**config.mk**
```make
export PLATFORM = sky130hd
export DESIGN_NAME = sdram_refresh_sched
export DESIGN_NICKNAME = d
export VERILOG_FILES = /design/src/rtl/rfsh_pkg.sv /design/src/rtl/rfsh_interval_timer.sv /design/src/rtl/rfsh_pend_counter.sv /design/src/rtl/rfsh_sequencer.sv /design/src/rtl/sdram_refresh_sched.sv
export SDC_FILE = /design/constraint.sdc
export NUM_CORES = 1
export LEC_CHECK = 0
export CORE_MARGIN = 2
export CORE_UTILIZATION = 59
export CTS_BUF_LIST = sky130_fd_sc_hd__clkbuf_8
export DETAILED_ROUTE_END_ITERATION = 10
export PLACE_DENSITY = 0.82
export REMOVE_ABC_BUFFERS = 1
export SLEW_MARGIN = 20
export SYNTH_ARGS = -nofsm -noshare
export SYNTH_HDL_FRONTEND = slang
export SYNTH_SLANG_ARGS = --single-unit
```
**constraint.sdc**
```tcl
create_clock -name clk -period 2.47 [get_ports clk]
set_input_delay 0.494 -clock clk [delete_from_list [all_inputs] [get_ports clk]]
set_output_delay 0.494 -clock clk [all_outputs]
set_load 0.02 [all_outputs]
```
**src/rtl/rfsh_pkg.sv**
```systemverilog
`timescale 1ns/1ps
package rfsh_pkg;

  typedef enum logic [3:0] {
    CMD_NOP     = 4'b0111,
    CMD_PRECHG  = 4'b0010,
    CMD_REFRESH = 4'b0001
  } sd_cmd_e;

  typedef enum logic [2:0] {
    ST_IDLE, ST_PRE, ST_TRP, ST_REF, ST_BUSY, ST_SR_IN, ST_SR, ST_SR_OUT
  } seq_state_e;

  // saturating update of the outstanding refresh count
  function automatic int pend_next(int cur, bit inc, bit dec, int lim);
    int v;
    v = cur;
    if (dec && v > 0) v = v - 1;
    if (inc && v < lim) v = v + 1;
    return v;
  endfunction

  // value loaded into a down-counter so the wait lasts 'cycles' cycles
  function automatic int wait_load(int cycles);
    return (cycles > 0) ? cycles - 1 : 0;
  endfunction

endpackage

```
**src/rtl/rfsh_interval_timer.sv**
```systemverilog
`timescale 1ns/1ps
module rfsh_interval_timer #(
  parameter int INTERVAL_CYC = 781
) (
  input  logic clk,
  input  logic rst_n,
  input  logic hold,
  output logic tick
);
  localparam int CW = $clog2(INTERVAL_CYC + 1);
  localparam logic [CW-1:0] LAST = CW'(INTERVAL_CYC - 1);

  logic [CW-1:0] cnt;

  assign tick = !hold && (cnt == LAST);

  always_ff @(posedge clk) begin
    if (!rst_n || hold) cnt <= '0;
    else if (cnt == LAST) cnt <= '0;
    else cnt <= cnt + 1'b1;
  end

  // the count never runs past the interval end
  a_r2_count_in_range: assert property (@(posedge clk) disable iff (!rst_n)
    cnt <= LAST);

  // a tick is always followed by a fresh count
  a_r2_wrap_after_tick: assert property (@(posedge clk) disable iff (!rst_n)
    tick |=> (cnt == '0));

endmodule

```
**src/rtl/rfsh_pend_counter.sv**
```systemverilog
`timescale 1ns/1ps
module rfsh_pend_counter #(
  parameter int PEND_MAX = 7
) (
  input  logic clk,
  input  logic rst_n,
  input  logic tick,
  input  logic consume,
  input  logic flush,
  output logic has_work
);
  import rfsh_pkg::*;
  localparam int PW = $clog2(PEND_MAX + 1);

  logic [PW-1:0] pending;

  assign has_work = (pending != '0);

  always_ff @(posedge clk) begin
    if (!rst_n || flush) pending <= '0;
    else pending <= PW'(pend_next(int'(pending), tick, consume, PEND_MAX));
  end

  // outstanding count stays bounded
  a_r7_pend_bounded: assert property (@(posedge clk) disable iff (!rst_n)
    int'(pending) <= PEND_MAX);

  // a refresh is only consumed when one is outstanding
  a_r7_consume_has_work: assert property (@(posedge clk) disable iff (!rst_n)
    consume |-> has_work);

endmodule

```
**src/rtl/rfsh_sequencer.sv**
```systemverilog
`timescale 1ns/1ps
module rfsh_sequencer #(
  parameter int TRP_CYC  = 3,
  parameter int TRFC_CYC = 9
) (
  input  logic       clk,
  input  logic       rst_n,
  input  logic       has_work,
  input  logic       gnt,
  input  logic       sleep,
  input  logic       wake,
  output logic       req,
  output logic       busy,
  output logic [3:0] cmd,
  output logic       a10,
  output logic       cke,
  output logic       consume,
  output logic       flush,
  output logic       timer_hold
);
  import rfsh_pkg::*;
  localparam int MAXW = (TRP_CYC > TRFC_CYC) ? TRP_CYC : TRFC_CYC;
  localparam int WW = $clog2(MAXW + 1);
  localparam logic [WW-1:0] TRP_LD  = WW'(wait_load(TRP_CYC));
  localparam logic [WW-1:0] TRFC_LD = WW'(wait_load(TRFC_CYC));

  seq_state_e    state;
  logic [WW-1:0] wcnt;
  logic          to_sleep;
  logic          wait_done;

  assign wait_done = (wcnt == '0);

  always_ff @(posedge clk) begin
    if (!rst_n) begin
      state    <= ST_IDLE;
      wcnt     <= '0;
      to_sleep <= 1'b0;
    end else begin
      case (state)
        ST_IDLE: begin
          if (sleep) begin
            state    <= ST_PRE;
            to_sleep <= 1'b1;
          end else if (gnt && has_work) begin
            state    <= ST_PRE;
            to_sleep <= 1'b0;
          end
        end
        ST_PRE: begin
          state <= ST_TRP;
          wcnt  <= TRP_LD;
        end
        ST_TRP: begin
          if (wait_done) state <= to_sleep ? ST_SR_IN : ST_REF;
          else wcnt <= wcnt - 1'b1;
        end
        ST_REF: begin
          state <= ST_BUSY;
          wcnt  <= TRFC_LD;
        end
        ST_BUSY: begin
          if (wait_done) state <= has_work ? ST_REF : ST_IDLE;
          else wcnt <= wcnt - 1'b1;
        end
        ST_SR_IN: state <= ST_SR;
        ST_SR: begin
          if (wake) begin
            state <= ST_SR_OUT;
            wcnt  <= TRFC_LD;
          end
        end
        ST_SR_OUT: begin
          if (wait_done) state <= ST_IDLE;
          else wcnt <= wcnt - 1'b1;
        end
        default: state <= ST_IDLE;
      endcase
    end
  end

  // named internal events
  assign consume    = (state == ST_REF);
  assign flush      = (state == ST_SR_IN);
  assign timer_hold = (state == ST_SR_IN) || (state == ST_SR) || (state == ST_SR_OUT);

  always_comb begin
    case (state)
      ST_PRE:             cmd = CMD_PRECHG;
      ST_REF, ST_SR_IN:   cmd = CMD_REFRESH;
      default:            cmd = CMD_NOP;
    endcase
  end

  assign a10  = (state == ST_PRE);
  assign cke  = !((state == ST_SR_IN) || (state == ST_SR));
  assign busy = (state != ST_IDLE);
  assign req  = has_work && (state == ST_IDLE);

  // a precharge is always followed by a NOP cycle
  a_r4_pre_then_nop: assert property (@(posedge clk) disable iff (!rst_n)
    (cmd == CMD_PRECHG) |=> (cmd == CMD_NOP));

  // a refresh is always followed by a NOP cycle
  a_r4_ref_then_nop: assert property (@(posedge clk) disable iff (!rst_n)
    (cmd == CMD_REFRESH) |=> (cmd == CMD_NOP));

  // outside the owned window the bus shows NOP
  a_r5_idle_nop: assert property (@(posedge clk) disable iff (!rst_n)
    !busy |-> (cmd == CMD_NOP));

  // no request while the bus is owned
  a_r5_no_req_busy: assert property (@(posedge clk) disable iff (!rst_n)
    busy |-> !req);

  // refresh carries no address bit
  a_r6_refresh_a10_low: assert property (@(posedge clk) disable iff (!rst_n)
    (cmd == CMD_REFRESH) |-> !a10);

  // clock enable drops only together with a refresh command
  a_r8_cke_fall_with_ref: assert property (@(posedge clk) disable iff (!rst_n)
    $fell(cke) |-> (cmd == CMD_REFRESH));

  // clock enable rises only after a wake request
  a_r10_cke_rise_on_wake: assert property (@(posedge clk) disable iff (!rst_n)
    $rose(cke) |-> $past(wake));

endmodule

```
**src/rtl/sdram_refresh_sched.sv**
```systemverilog
`timescale 1ns/1ps
module sdram_refresh_sched #(
  parameter int INTERVAL_CYC = 781,
  parameter int TRP_CYC      = 3,
  parameter int TRFC_CYC     = 9,
  parameter int PEND_MAX     = 7
) (
  input  logic       clk,
  input  logic       rst_n,
  input  logic       refresh_gnt,
  input  logic       sleep_req,
  input  logic       wake_req,
  output logic       refresh_req,
  output logic       busy,
  output logic [3:0] cmd,
  output logic       a10,
  output logic       cke
);
  logic tick;
  logic has_work;
  logic consume;
  logic flush;
  logic timer_hold;

  rfsh_interval_timer #(.INTERVAL_CYC(INTERVAL_CYC)) timer_i (
    .clk(clk), .rst_n(rst_n), .hold(timer_hold), .tick(tick)
  );

  rfsh_pend_counter #(.PEND_MAX(PEND_MAX)) pend_i (
    .clk(clk), .rst_n(rst_n), .tick(tick), .consume(consume),
    .flush(flush), .has_work(has_work)
  );

  rfsh_sequencer #(.TRP_CYC(TRP_CYC), .TRFC_CYC(TRFC_CYC)) seq_i (
    .clk(clk), .rst_n(rst_n), .has_work(has_work), .gnt(refresh_gnt),
    .sleep(sleep_req), .wake(wake_req), .req(refresh_req), .busy(busy),
    .cmd(cmd), .a10(a10), .cke(cke), .consume(consume), .flush(flush),
    .timer_hold(timer_hold)
  );

  // an outstanding request is held until it is taken
  a_r3_req_held: assert property (@(posedge clk) disable iff (!rst_n)
    (refresh_req && !refresh_gnt && !sleep_req) |=> refresh_req);

  // no request while clock enable is low
  a_r9_no_req_in_sr: assert property (@(posedge clk) disable iff (!rst_n)
    !cke |-> !refresh_req);

endmodule

```
==> metrics.cfg <==
[drt]
drt-vias-per-instance=5.813
route.detailed.wl_per_inst_um=13.09
final_antenna_net_count=0
drt-pass1-iter-count=4
drtIter0Drc=32
drt-total-wl_um=2736
via_count=1215
drcViolationCount=0

[place]
placed_area_um2=1486
port_buffers=11
dp_hpwl_um=2093
place.gp.congestion=0.7931

[timing]
fin_crit_sh_pct=93.26
rsz0062_at_grt=false
slew_viol_final=0
fin_skew_ns=0.0009353
slew_headroom_pct=66.07
setup_violations=0
report.final.hold_viol_count=0
tightest_slew_ns=0.5070
fmax_ghz=0.4341
finalSetupTns_ns=0
fin_crit_ns=2.304

[clock_tree]
htreeDepth=1
clk_pin_slew_ns=0.07
cts_tree=yes
clk_latency_ns=0.26
clock-root-buffer=clkbuf_8
cts_buffer_depth=2
clkSinkCount=21
cts_made_buffers=3

[floorplan]
core_region_area_um2=2191
die_area_um2=2698
rows=17
dieWidth_um=51.95
ios=13
die_height_um=51.95
start_util_pct=61.91

[grt]
grt.total_usage_pct=24.64
grt_antenna_before_repair=0
grt_max_degree=17
grt_pass1_vias=1134
grt_pass1_wl_um=5016
grt_overflow=0

[layout]
fill_cells=165
antennaDiodeCount=0
final_cell_mix=nor2_1, dfxtp_1, inv_1, nand2_1, clkdlybuf4s50_1
postLayoutCellArea_um2=1534
syn_to_final_growth_pct=13.10
drive_gt1_share_pct=4.972
seq_area_um2=422.9
multiInputGateArea_um2=857.1
nets=194

[worst_setup_path]
critPathMaxStageDelay_ns=0.60
worstSetupPathType=register to output port
rr_worst_depth=9
slowest_stage=clkdlybuf4s50_1
crit_required_ns=1.98
cp_max_fo=16
arrival_ns=1.81
r2r_slack_ns=0.28
worstSetupEndpointType=output port
r2r-end=pend_i.pending[1]
crit_chain=or3_1, nor2_1, clkdlybuf4s50_1
start_kind=register
r2r_start=pend_i.pending[0]

[yosys]
ys_seq_elements=21
yosysSeqAreaShare_pct=31.00
synth_edf_count=0
synthTopCellsByArea=dfxtp_1, ha_1, nor2_1
netlist.area_leader.share_pct=31.00
async_flop_share_pct=0
yosysWarnings=0
ys_types=47
synthCells=171
avgSynthCellArea_um2=7.932
synth_area_leader_cell=dfxtp_1
synth_flop_cell=dfxtp_1
netlist_area_um2=1356

[pwr]
peakVddDrop_mv=0.5406
powerDensity_nw_per_um2=626.0
leakage_nw=0.6103

[job]
maxCapViolations=0

[min_path]
hold_depth=2
hold_start=seq_i.wcnt[3]
hp-class=register to register
min_to=seq_i.wcnt[3]

[run_status]
status=finished clean

==> where the power goes <==
group / leakage, nW / switching, W / total [W] / internal (W)
logic: 0.412 / 0.000192 / 0.000335 / 0.000143
clock network: 0.0269 / 0.000106 / 0.000217 / 0.000111
registers: 0.172 / 0.0000420 / 0.000408 / 0.000366
==> flip-flops by register name, indices dropped and copies added (netlist names) <==
register and cells:
seq_i.to_sleep 1, seq_i.state 3, pend_i.pending 3, seq_i.wcnt 4
timer_i.cnt 10
==> Yosys cell counts (5+ instances only) <==
| library cell | instances |
|---|---|
| a21oi_1 | 6 |
| dfxtp_1 | 21 |
| ha_1 | 7 |
| inv_1 | 11 |
| nand2_1 | 12 |
| nand3_1 | 8 |
| nand4_1 | 5 |
| nor2_1 | 19 |
| nor2b_1 | 6 |
| o21ai_0 | 7 |
| xor2_1 | 8 |
==> stage by stage <==
stage	setup WS, ns	hold WS (ns)	cells	utilization (%)	power [W]
floorplan	0.2938	0.4610	163	-	0.0006308
global placement	0.3948	0.4943	205	67.85	0.0007316
detailed placement	0.2877	0.5065	205	67.85	0.0007464
CTS	0.08665	0.5196	209	69.90	0.0009605
global route	0.03020	0.5491	209	70.02	0.001033
finish	0.1664	0.5120	209	70.02	0.0009603
==> layout make-up <==
cell class                      instances  share of cell area (%)
Multi-Input combinational cell        131                   55.87
Sequential cell                        21                   27.57
Timing Repair Buffer                   14                   8.646
Clock buffer                            3                   2.692
Inverter                               11                   2.692
Tap cell                               28                   2.284
Clock inverter                          1                  0.2447
==> critical path: cells and delay by family (launching register included) <==
| kind | cells | cell delay (ns) |
|---|---|---|
| flops | 1 | 0.40 |
| buf+inv | 1 | 0.60 |
| simple gates | 2 | 0.56 |
==> logic make-up (layout without fill, tap and decap cells) <==
group                    count (synthesis)  after routing  synth area share, %
multiplexers                             1              1               0.7380
other                                    1              1               0.2765
XOR/XNOR                                11             11                7.104
AND/OR/NAND/NOR                         74             74                29.61
adder cells (fa/ha/maj)                  7              7                6.457
buffers and inverters                   19             29                5.811
AO/OA/AOI/OAI                           37             37                19.00
flip-flops                              21             21                31.00
==> how the worst max path moves through the flow <==
stage | to | cells past startpoint | startpoint
floorplan | pend_i.pending[1] | 7 | seq_i.state[1]
CTS | refresh_req | 3 | seq_i.state[2]
detailed placement | pend_i.pending[1] | 7 | seq_i.state[2]
finish | refresh_req | 3 | seq_i.state[2]
global placement | refresh_req | 3 | seq_i.state[2]
global route | a10 | 4 | seq_i.state[0]
==> repair_timing <==
| action | in CTS | in global routing |
|---|---|---|
| gates resized for setup | 0 | 2 |
| endpoints found under the setup margin | 0 | 2 |
| hold buffers | 0 | 0 |
| buffers inserted | 0 | 0 |
==> routing by layer <==
metal	vias to the layer above	global-route usage, %	part of all wire [%]	wire (µm)
li1	616	-	-	-
met1	559	32.37	45	1221
met2	36	40.72	49	1351
met3	4	3.161	4.6	126
met4	0	9.649	1.4	37
met5	-	0	0	0
Power figures use the tool's default switching activity.
